[config.mk]
export PLATFORM = sky130hd
export DESIGN_NAME = strobe_bus_slave
export DESIGN_NICKNAME = d
export VERILOG_FILES = /design/src/rtl/sbs_pkg.sv /design/src/rtl/sbs_sync.sv /design/src/rtl/sbs_edge.sv /design/src/rtl/sbs_fsm.sv /design/src/rtl/strobe_bus_slave.sv
export SDC_FILE = /design/constraint.sdc
export NUM_CORES = 1
export LEC_CHECK = 0
export CORE_ASPECT_RATIO = 1.2
export CORE_MARGIN = 2
export CORE_UTILIZATION = 47
export DETAILED_ROUTE_END_ITERATION = 16
export GPL_TIMING_DRIVEN = 0
export MAX_ROUTING_LAYER = met4
export PLACE_DENSITY = 0.83
export RECOVER_POWER = 50
export SLEW_MARGIN = 20
export SYNTH_ARGS = -nofsm -noshare
export SYNTH_HDL_FRONTEND = slang
export SYNTH_SLANG_ARGS = --single-unit
[constraint.sdc]
create_clock -name clk -period 1.8 [get_ports clk]
set_input_delay 0.18 -clock clk [delete_from_list [all_inputs] [get_ports clk]]
set_output_delay 0.18 -clock clk [all_outputs]
set_load 0.01 [all_outputs]
[src/rtl/sbs_pkg.sv]
package sbs_pkg;

    // Phase state machine encoding
    typedef enum logic [2:0] {
        ST_IDLE,
        ST_WR_ADDR,
        ST_WR_WAIT,
        ST_WR_DATA,
        ST_RD_ADDR,
        ST_RD_REQ,
        ST_RD_LOAD,
        ST_RD_HOLD
    } sbs_state_e;

    localparam int unsigned SBS_BUS_W       = 32;
    localparam int unsigned SBS_SYNC_STAGES = 2;

endpackage

[src/rtl/sbs_sync.sv]
module sbs_sync #(
    parameter int unsigned W      = 34,
    parameter int unsigned STAGES = 2
) (
    input  logic         clk,
    input  logic         rst,
    input  logic [W-1:0] din,
    output logic [W-1:0] dout
);

    localparam int unsigned LAST = STAGES - 1;

    logic [W-1:0] stg [STAGES];

    always_ff @(posedge clk) begin
        if (rst) stg[0] <= '0;
        else     stg[0] <= din;
    end

    generate
        for (genvar i = 1; i < STAGES; i++) begin : g_stage
            always_ff @(posedge clk) begin
                if (rst) stg[i] <= '0;
                else     stg[i] <= stg[i-1];
            end
        end
    endgenerate

    assign dout = stg[LAST];

endmodule

[src/rtl/sbs_edge.sv]
module sbs_edge (
    input  logic clk,
    input  logic rst,
    input  logic level,
    output logic rise,
    output logic fall
);

    logic prev_q;

    always_ff @(posedge clk) begin
        if (rst) prev_q <= 1'b0;
        else     prev_q <= level;
    end

    assign rise = level & ~prev_q;
    assign fall = ~level & prev_q;

endmodule

[src/rtl/sbs_fsm.sv]
module sbs_fsm
    import sbs_pkg::*;
#(
    parameter int unsigned DW = 32
) (
    input  logic          clk,
    input  logic          rst,
    input  logic          rise,
    input  logic          fall,
    input  logic          s_wr,
    input  logic [DW-1:0] s_bus,
    input  logic [DW-1:0] reg_rdata,
    output logic [DW-1:0] reg_addr,
    output logic [DW-1:0] reg_wdata,
    output logic          reg_we,
    output logic          reg_re,
    output logic [DW-1:0] bus_out,
    output logic          bus_oe,
    output logic          overrun
);

    sbs_state_e state, state_n;
    sbs_state_e open_tgt;

    logic [DW-1:0] addr_q;
    logic [DW-1:0] wdata_q;
    logic [DW-1:0] hold_q;
    logic          we_q;
    logic          ovr_q;

    // Phase to enter on a start rise, picked by write-select
    assign open_tgt = s_wr ? ST_WR_ADDR : ST_RD_ADDR;

    // State register
    always_ff @(posedge clk) begin
        if (rst) state <= ST_IDLE;
        else     state <= state_n;
    end

    // Next-state logic
    always_comb begin
        state_n = state;
        unique case (state)
            ST_IDLE:    if (rise) state_n = open_tgt;
            ST_WR_ADDR: if (fall) state_n = ST_WR_WAIT;
            ST_WR_WAIT: if (rise) state_n = s_wr ? ST_WR_ADDR : ST_WR_DATA;
            ST_WR_DATA: if (fall) state_n = ST_IDLE;
            ST_RD_ADDR: if (fall) state_n = ST_RD_REQ;
            ST_RD_REQ:  state_n = rise ? open_tgt : ST_RD_LOAD;
            ST_RD_LOAD: state_n = rise ? open_tgt : ST_RD_HOLD;
            ST_RD_HOLD: if (rise) state_n = open_tgt;
            default:    state_n = ST_IDLE;
        endcase
    end

    // Output and datapath registers
    always_ff @(posedge clk) begin
        if (rst) begin
            addr_q  <= '0;
            wdata_q <= '0;
            hold_q  <= '0;
            we_q    <= 1'b0;
            ovr_q   <= 1'b0;
        end else begin
            we_q <= 1'b0;
            unique case (state)
                ST_WR_ADDR, ST_RD_ADDR: begin
                    if (fall) addr_q <= s_bus;
                end
                ST_WR_DATA: begin
                    if (fall) begin
                        wdata_q <= s_bus;
                        we_q    <= 1'b1;
                    end
                end
                ST_RD_REQ: begin
                    if (rise) ovr_q <= 1'b1;
                end
                ST_RD_LOAD: begin
                    if (rise) ovr_q  <= 1'b1;
                    else      hold_q <= reg_rdata;
                end
                default: ;
            endcase
        end
    end

    assign reg_addr  = addr_q;
    assign reg_wdata = wdata_q;
    assign reg_we    = we_q;
    assign reg_re    = (state == ST_RD_REQ);
    assign bus_oe    = (state == ST_RD_HOLD);
    assign bus_out   = bus_oe ? hold_q : '0;
    assign overrun   = ovr_q;

endmodule

[src/rtl/strobe_bus_slave.sv]
module strobe_bus_slave
    import sbs_pkg::*;
#(
    parameter int unsigned DW          = SBS_BUS_W,
    parameter int unsigned SYNC_STAGES = SBS_SYNC_STAGES
) (
    input  logic          clk,
    input  logic          rst,
    input  logic [DW-1:0] bus_in,
    input  logic          start_in,
    input  logic          wr_sel_in,
    output logic [DW-1:0] bus_out,
    output logic          bus_oe,
    output logic [DW-1:0] reg_addr,
    output logic [DW-1:0] reg_wdata,
    output logic          reg_we,
    output logic          reg_re,
    input  logic [DW-1:0] reg_rdata,
    output logic          overrun
);

    localparam int unsigned SW = DW + 2;

    logic [SW-1:0] raw_v, syn_v;
    logic [DW-1:0] s_bus;
    logic          s_start, s_wr;
    logic          rise, fall;

    assign raw_v = {start_in, wr_sel_in, bus_in};
    assign {s_start, s_wr, s_bus} = syn_v;

    sbs_sync #(.W(SW), .STAGES(SYNC_STAGES)) u_sync (
        .clk  (clk),
        .rst  (rst),
        .din  (raw_v),
        .dout (syn_v)
    );

    sbs_edge u_edge (
        .clk   (clk),
        .rst   (rst),
        .level (s_start),
        .rise  (rise),
        .fall  (fall)
    );

    sbs_fsm #(.DW(DW)) u_fsm (
        .clk       (clk),
        .rst       (rst),
        .rise      (rise),
        .fall      (fall),
        .s_wr      (s_wr),
        .s_bus     (s_bus),
        .reg_rdata (reg_rdata),
        .reg_addr  (reg_addr),
        .reg_wdata (reg_wdata),
        .reg_we    (reg_we),
        .reg_re    (reg_re),
        .bus_out   (bus_out),
        .bus_oe    (bus_oe),
        .overrun   (overrun)
    );

endmodule

==> metrics.json, run 1 <==
{
  "global_routing": {
    "grt_overflow_total": 0,
    "grt_pass1_wl_um": 22400,
    "antenna_violations_before_repair": 0,
    "groute.usage.overall_pct": 22.1,
    "grt_max_degree": 17,
    "grt_pass1_vias": 4677
  },
  "cells_and_area": {
    "mostFrequentLayoutCell": "sky130_fd_sc_hd__nand2_1",
    "drive_above_1_share_pct": 8.32,
    "num-nets-final": 908,
    "n_antenna_cell": 0,
    "sequential_cell_area_sq_um": 3410,
    "fillers": 941,
    "multiInputGateArea_sq_um": 2140,
    "layout.cells.most_common_list": "sky130_fd_sc_hd__nand2_1, sky130_fd_sc_hd__dfxtp_1, sky130_fd_sc_hd__a21oi_1",
    "final_cell_count_no_fill": 1014,
    "area_grow_syn2layout_pct": 42.3,
    "fin_area_sq_um": 8210
  },
  "yosys": {
    "post_synth_xor_area_fraction_pct": 0.304,
    "synth_area_leader_cell": "sky130_fd_sc_hd__dfxtp_1",
    "synth.net_count": 723,
    "synth.cell_area_sq_um": 5770,
    "synthCells": 655,
    "synthDominantCellAreaShare_pct": 59.0,
    "post_synth_fa_ha_maj_area_fraction_pct": 0,
    "synth-seq-cells": 170,
    "yosys-top-cells-area": "sky130_fd_sc_hd__dfxtp_1, sky130_fd_sc_hd__nand2_1, sky130_fd_sc_hd__a21oi_1, sky130_fd_sc_hd__nor2b_1, sky130_fd_sc_hd__and2_1",
    "yosysUniqueCellTypes": 26,
    "largest_family_of_logic_cells_by_synthesized_area": "simple AND/OR/NAND/NOR gates",
    "synth.avg_cell_area_sq_um": 8.81,
    "post_synth_mux_area_share_pct": 0.173,
    "ys.warnings.count": 0,
    "synth_simple_gate_area_share_pct": 26.6,
    "synth-compound-area-share_pct": 9.82,
    "fraction_of_the_yosys_area_taken_by_sequential_cells_pct": 59.0
  },
  "route": {
    "wire_per_inst_um": 13.8,
    "drc": 0,
    "dr.first_iter.drc_count": 227,
    "postRouteAntennaNets": 0,
    "drt-pass1-iter-count": 4,
    "vias": 4814,
    "via_density": 4.75,
    "sum_of_routed_wire_length_over_all_layers_um": 14000
  },
  "floorplan": {
    "die-height_um": 125,
    "design.die.area_sq_um": 13200,
    "fp.dieW_um": 105,
    "io-pin-count": 168,
    "floorplan.initialDensity_pct": 47.9,
    "core_sq_um": 12100,
    "fp-row-count": 44
  },
  "clocking": {
    "clkSlewWorstSetupHoldPaths_ns": 0.06,
    "clock_tree_from_tritoncts": "built",
    "ctsHtreeMaxLevel": 4,
    "cts_setup_buffers": 0,
    "cts_inserted_buffers": 17,
    "cts_root_buf": "sky130_fd_sc_hd__clkbuf_16",
    "clk_path_buf_depth": 2,
    "tritoncts_num_sinks": 170,
    "worst_skew_pair.late_latency_ns": 0.41
  },
  "sta": {
    "slew_headroom_pct": 58.6,
    "worst_margin_pin_slew_ns": 0.621,
    "tns_ns": 0,
    "final_max_slew_viol_count": 0,
    "finalHoldViolCount": 0,
    "max_clock_freq_mhz": 572,
    "period_minus_slack_ns": 1.75,
    "final_min_period_over_clock_period_pct": 97.1,
    "setup-violations-final": 0,
    "timing.clock.skew_ns": 0.00875
  },
  "placement": {
    "placed_area_sq_um": 7630,
    "dp.cells": 982,
    "placed_wire_length_estimate_um": 9850,
    "portBuffers": 166,
    "globalplace.congestion": 0.833
  },
  "worst_setup_path": {
    "crit_path_max_fanout": 10,
    "worst_ep_required_time_ns": 1.62,
    "criticalPathCategory": "reg -> out",
    "crit_end_element": "output pin",
    "critical_path.startpoint_type": "register",
    "critPathArrivalTime_ns": 1.57
  },
  "run": {
    "timing.max_cap.violations": 0
  },
  "status": {
    "status": "finished, final reports clean"
  },
  "min_path": {
    "worst_hold_path_type": "in -> reg"
  },
  "pwr": {
    "p_leak_nw": 3.24,
    "pwr_dens_nw_per_um2": 948,
    "ir_worst_vdd_uv": 845
  }
}
## cell families (layout without fill, tap and decap cells)
| logic type | Yosys count | in the layout |
|---|---|---|
| AOI/OAI and AO/OA | 109 | 109 |
| xor gates and xnor gates | 2 | 2 |
| and+or+nand+nor | 326 | 326 |
| muxes | 1 | 1 |
| buffers and inverters | 47 | 245 |
| DFF | 170 | 170 |
## cell type report
cell class | instances | area share (%)
Sequential cell | 170 | 41.6
Multi-Input combinational cell | 438 | 26.0
Timing Repair Buffer | 166 | 19.6
Clock buffer | 19 | 5.52
Buffer | 47 | 3.38
Tap cell | 161 | 2.45
Clock inverter | 13 | 1.42
## synthesized netlist by cell type
cell / instances
sky130_fd_sc_hd__a22o_1: 2
sky130_fd_sc_hd__dfxtp_1: 170
sky130_fd_sc_hd__o21ai_0: 2
sky130_fd_sc_hd__a21oi_1: 100
sky130_fd_sc_hd__nand2_1: 201
sky130_fd_sc_hd__nor2b_4: 1
sky130_fd_sc_hd__nand3_1: 1
sky130_fd_sc_hd__nand3b_1: 1
sky130_fd_sc_hd__buf_6: 6
sky130_fd_sc_hd__xor2_1: 1
sky130_fd_sc_hd__nand2b_1: 5
sky130_fd_sc_hd__o21bai_1: 1
sky130_fd_sc_hd__buf_2: 14
sky130_fd_sc_hd__o211a_1: 1
sky130_fd_sc_hd__a221oi_1: 1
sky130_fd_sc_hd__and2_1: 32
sky130_fd_sc_hd__clkbuf_1: 27
sky130_fd_sc_hd__xnor2_1: 1
sky130_fd_sc_hd__mux2i_1: 1
sky130_fd_sc_hd__nor3_2: 2
sky130_fd_sc_hd__nor2_1: 6
sky130_fd_sc_hd__a31oi_1: 2
sky130_fd_sc_hd__or3_1: 2
sky130_fd_sc_hd__nor3_1: 2
sky130_fd_sc_hd__nor2b_1: 72
sky130_fd_sc_hd__and3_1: 1
## worst max-delay path: stages (launching register included)
cell	delay (ns)
sky130_fd_sc_hd__dfxtp_4	0.38
sky130_fd_sc_hd__and3_4	0.24
sky130_fd_sc_hd__clkbuf_8	0.17
sky130_fd_sc_hd__and2_1	0.11
sky130_fd_sc_hd__dlygate4sd2_1	0.26
## power by group
part / switching [W] / total (W) / internal (W)
Sequential: 0.0000406 / 0.00389 / 0.00385
Clock: 0.00150 / 0.00349 / 0.00199
Combinational: 0.000178 / 0.000400 / 0.000221
Total: 0.00172 / 0.00778 / 0.00606
## per-stage QoR
stage	utilization (%)	hold WS (ns)	setup WS [ns]	power, W
3_3_place_gp	63.3	0.416	-0.260	0.00436
4_1_cts	68.1	0.301	0.00700	0.00781
6_report	68.1	0.312	0.0517	0.00778
3_5_place_dp	63.3	0.420	-0.254	0.00437
5_1_grt	68.1	0.304	-0.00448	0.00805
2_1_floorplan	-	0.308	0.378	0.00416
## final timing paths
check	from	to	slack, ns	depth (start not counted)
min reg2reg	u_sync.stg[0][0]	u_sync.stg[1][0]	0.43	1
max reg2reg	u_edge.prev_q	u_fsm.reg_wdata[18]	0.15	5
max	u_fsm.state[1]	bus_out[1]	0.05	4
min	reg_rdata[27]	u_fsm.hold_q[27]	0.31	3
## layer usage
metal	vias up	track usage, %	wire length (um)
li1	2447	-	-
met1	2187	25.3	6000
met2	165	37.0	6910
met3	15	6.00	915
met4	0	8.55	213
met5	-	-	0
## state kept, by name, indices dropped and copies added, names as in the netlist
register,count
u_edge.prev_q,1
u_fsm.reg_we,1
u_fsm.overrun,1
u_fsm.reg_wdata,32
u_fsm.state,3
u_fsm.reg_addr,32
u_fsm.hold_q,32
u_sync.stg,68
## what timing repair did
item	CTS	global route
endpoints found under the setup margin	34	53
hold buffers	0	0
gates resized for setup	54	34
pin swaps	1	1
Power figures use the tool's default switching activity.
==> inputs of run 2 (changes only) <==
- CORE_UTILIZATION: 47 -> 42
- PLACE_DENSITY: 0.83 -> 0.79
- clock period: 1.8 -> 1.6 ns (I/O delays scaled with it)
==> run 2 against run 1 <==
- worst hold slack got worse by 0.029 ns
- non-clock buffer count rose by 7
- largest cell class unchanged
- the run now ends with negative setup slack left
- critical endpoint unchanged
- sequential cell count is the same
==> metrics.json, run 2 (same netlist as run 1, synthesis figures left out) <==
{
  "worst_setup_path": {
    "critPathArrivalTime": {"value": 1.47, "unit": "ns", "change": "was 1.57 ns"},
    "cp_slowest_stage_delay": {"value": 0.37, "unit": "ns", "change": "was 0.38 ns"},
    "worst_ep_required_time": {"value": 1.44, "unit": "ns", "change": "was 1.62 ns"},
    "crit_path_cell_trace": {"value": "and3_4 > buf_8 > and2_4 > buf_6", "change": "was and3_4 > clkbuf_8 > and2_1 > dlygate4sd2_1"},
    "cpMaxStageDelayCell": {"value": "sky130_fd_sc_hd__dfxtp_4", "change": "unchanged"},
    "cp.buffers_inverters": {"value": 2, "change": "unchanged"},
    "criticalPathCategory": {"value": "reg -> out", "change": "unchanged"},
    "critical_path.startpoint_type": {"value": "register", "change": "unchanged"},
    "crit_end_element": {"value": "output pin", "change": "unchanged"},
    "cpLargestDelayFamily": {"value": "simple AND/OR/NAND/NOR gates", "change": "was buffers and inverters"},
    "crit_path_max_fanout": {"value": 8, "change": "was 10"}
  },
  "global_routing": {
    "antenna_violations_before_repair": {"value": 0, "change": "unchanged"},
    "grt_pass1_vias": {"value": 4621, "change": "was 4677"},
    "grt_overflow_total": {"value": 0, "change": "unchanged"},
    "grt_pass1_wl": {"value": 23300, "unit": "um", "change": "was 22400 um"},
    "groute.usage.overall": {"value": 20.3, "unit": "%", "change": "was 22.1%"},
    "grt_max_degree": {"value": 19, "change": "was 17"}
  },
  "placement": {
    "post-place-ws": {"value": -0.435, "unit": "ns", "change": "was -0.254 ns"},
    "dp.cells": {"value": 989, "change": "was 982"},
    "placed_wire_length_estimate": {"value": 10100, "unit": "um", "change": "was 9850 um"},
    "portBuffers": {"value": 166, "change": "unchanged"},
    "globalplace.congestion": {"value": 0.851, "change": "was 0.833"}
  },
  "cells_and_area": {
    "area_grow_syn2layout": {"value": 47.5, "unit": "%", "change": "was 42.3%"},
    "layout.cells.most_common_list": {"value": "sky130_fd_sc_hd__nand2_1, sky130_fd_sc_hd__dfxtp_1, sky130_fd_sc_hd__a21oi_1", "change": "unchanged"},
    "fillers": {"value": 1092, "change": "was 941"},
    "largest_register_ffs": {"value": 68, "change": "unchanged"},
    "num-nets-final": {"value": 915, "change": "was 908"},
    "registers.top_by_ff_count": {"value": "u_sync.stg", "change": "unchanged"},
    "mostFrequentLayoutCell": {"value": "sky130_fd_sc_hd__nand2_1", "change": "unchanged"},
    "drive_above_1_share": {"value": 16.7, "unit": "%", "change": "was 8.32%"},
    "n_antenna_cell": {"value": 0, "change": "unchanged"},
    "final_cell_count_no_fill": {"value": 1028, "change": "was 1014"}
  },
  "pwr": {
    "p_leak": {"value": 3.27, "unit": "nW", "change": "was 3.24 nW"},
    "ir_worst_vdd": {"value": 615, "unit": "uV", "change": "was 845 uV"},
    "pwr_dens": {"value": 1030, "unit": "nW/um^2", "change": "was 948 nW/um^2"},
    "seq_power_share": {"value": 49.8, "unit": "%", "change": "was 50.0%"},
    "power_frac_comb": {"value": 5.5, "unit": "%", "change": "was 5.1%"},
    "internal_power": {"value": 0.00667, "unit": "W", "change": "was 0.00606 W"},
    "netSwitchingFraction": {"value": 24.1, "unit": "%", "change": "was 22.1%"},
    "power_frac_clock": {"value": 44.7, "unit": "%", "change": "was 44.8%"},
    "power.switching": {"value": 0.00211, "unit": "W", "change": "was 0.00172 W"}
  },
  "sta": {
    "fin_ws": {"value": -0.0314, "unit": "ns", "change": "was 0.0517 ns"},
    "setup-violations-final": {"value": 33, "change": "was 0"},
    "slew_headroom": {"value": 58.3, "unit": "%", "change": "was 58.6%"},
    "timing.clock.skew": {"value": 0.00983, "unit": "ns", "change": "was 0.00875 ns"},
    "finalHoldViolCount": {"value": 0, "change": "unchanged"},
    "final_min_period_over_clock_period_pct": 102,
    "grt_setup_unrepaired": "yes",
    "max_clock_freq_mhz": 613,
    "worst_margin_pin_slew": {"value": 0.625, "unit": "ns", "change": "was 0.621 ns"},
    "period_minus_slack_ns": 1.63,
    "final_max_slew_viol_count": {"value": 0, "change": "unchanged"}
  },
  "route": {
    "via_density": {"value": 4.72, "change": "was 4.75"},
    "sum_of_routed_wire_length_over_all_layers": {"value": 14700, "unit": "um", "change": "was 14000 um"},
    "drc": {"value": 0, "change": "unchanged"},
    "wire_per_inst": {"value": 14.3, "unit": "um", "change": "was 13.8 um"},
    "vias": {"value": 4857, "change": "was 4814"},
    "dr.first_iter.drc_count": {"value": 242, "change": "was 227"},
    "drt-pass1-iter-count": {"value": 4, "change": "unchanged"},
    "postRouteAntennaNets": {"value": 0, "change": "unchanged"}
  },
  "clocking": {
    "clkSlewWorstSetupHoldPaths": {"value": 0.07, "unit": "ns", "change": "was 0.06 ns"},
    "cts_inserted_buffers": {"value": 17, "change": "unchanged"},
    "clk_path_buf_depth": {"value": 2, "change": "unchanged"},
    "worst_skew_pair.late_latency": {"value": 0.42, "unit": "ns", "change": "was 0.41 ns"},
    "clock_tree_from_tritoncts": {"value": "built", "change": "unchanged"},
    "cts_root_buf": {"value": "sky130_fd_sc_hd__clkbuf_16", "change": "unchanged"},
    "tritoncts_num_sinks": {"value": 170, "change": "unchanged"},
    "ctsHtreeMaxLevel": {"value": 4, "change": "unchanged"}
  },
  "floorplan": {
    "die-height": {"value": 132, "unit": "um", "change": "was 125 um"},
    "fp-row-count": {"value": 46, "change": "was 44"},
    "design.die.area": {"value": 14700, "unit": "sq um", "change": "was 13200 sq um"},
    "core": {"value": 13300, "unit": "sq um", "change": "was 12100 sq um"},
    "io-pin-count": {"value": 168, "change": "unchanged"},
    "fp.dieW": {"value": 111, "unit": "um", "change": "was 105 um"},
    "floorplan.initialDensity": {"value": 43.4, "unit": "%", "change": "was 47.9%"}
  },
  "status": {
    "status": {"value": "finished, violations left", "change": "was finished, final reports clean"},
    "failed_checks": "negative setup slack"
  },
  "min_path": {
    "worst_hold_path_type": {"value": "in -> reg", "change": "unchanged"}
  },
  "run": {
    "timing.max_cap.violations": {"value": 0, "change": "unchanged"}
  }
}
-- run 2: cell count changes in the layout (fill, tap and decap cells not counted), moves of 13 or more --
| cell | previous run | this run |
|---|---|---|
| sky130_fd_sc_hd__dlygate4sd2_1 | 13 | 0 |
| sky130_fd_sc_hd__clkdlybuf4s50_1 | 78 | 97 |
| sky130_fd_sc_hd__and2_4 | 0 | 32 |
| sky130_fd_sc_hd__and2_1 | 32 | 0 |
| sky130_fd_sc_hd__dlygate4sd3_1 | 54 | 35 |
| sky130_fd_sc_hd__buf_6 | 6 | 39 |
| sky130_fd_sc_hd__clkdlybuf4s15_1 | 14 | 0 |
-- run 2: cell type report --
class,instances,area (sq um),share of cell area (%)
Clock buffer,17,425,5.00
Timing Repair Buffer,173,1760,20.7
Buffer,47,308,3.62
Sequential cell,170,3420,40.1
Clock inverter,15,148,1.74
Multi-Input combinational cell,438,2240,26.3
Tap cell,168,210,2.47
-- run 2: power by group through the flow --
stage,Sequential (W),Clock [W],Combinational [W]
floorplan,0.00446,0,0.000213
global placement,0.00447,0,0.000439
finish,0.00437,0.00393,0.000480
CTS,0.00437,0.00399,0.000469
global route,0.00438,0.00418,0.000523
detailed placement,0.00447,0,0.000445
-- run 2: routing by layer --
metal,share of wire (%),vias to the layer above,GRT usage (%)
met3,5.1,23,4.23
met5,0,-,-
met2,50,155,34.7
met4,2.3,0,7.92
met1,43,2218,23.5
li1,-,2461,-
-- run 2: worst paths after layout --
| check | to | start | cells past startpoint | slack, ns |
|---|---|---|---|---|
| setup / recovery | bus_out[1] | u_fsm.state[0] | 4 | -0.03 |
| hold / removal | u_sync.stg[0][13] | bus_in[13] | 2 | 0.28 |
| setup reg to reg | u_fsm.reg_addr[17] | u_fsm.state[2] | 7 | -0.01 |
| hold reg to reg | u_sync.stg[1][2] | u_sync.stg[0][2] | 1 | 0.43 |
-- run 2: metrics by stage --
| step | hold WS [ns] | cell area (sq um) | total power, W | setup TNS (ns) | utilization (%) |
|---|---|---|---|---|---|
| 6_report | 0.283 | 8510 | 0.00879 | -0.715 | 64.0 |
| 5_1_grt | 0.282 | 8510 | 0.00908 | -4.44 | 64.0 |
| 4_1_cts | 0.271 | 8340 | 0.00884 | -0.500 | 62.7 |
| 3_5_place_dp | 0.420 | 7640 | 0.00492 | -17.29 | 57.5 |
| 3_3_place_gp | 0.415 | 7640 | 0.00491 | -14.84 | 57.5 |
| 2_1_floorplan | 0.288 | 5770 | 0.00467 | 0 | - |
-- run 2: what timing repair did --
item	4_1_cts	5_1_grt
hold buffers	0	0
gates cloned	3	0
endpoints found under the setup margin	63	124
pin swaps	28	5
resized for setup	194	59
buffers inserted	4	0
==> inputs of run 3 (changes only) <==
- GPL_ROUTABILITY_DRIVEN: not set -> 0
==> results of run 3 <==
No change in the layout: final DEF, timing and power equal those of run 2.
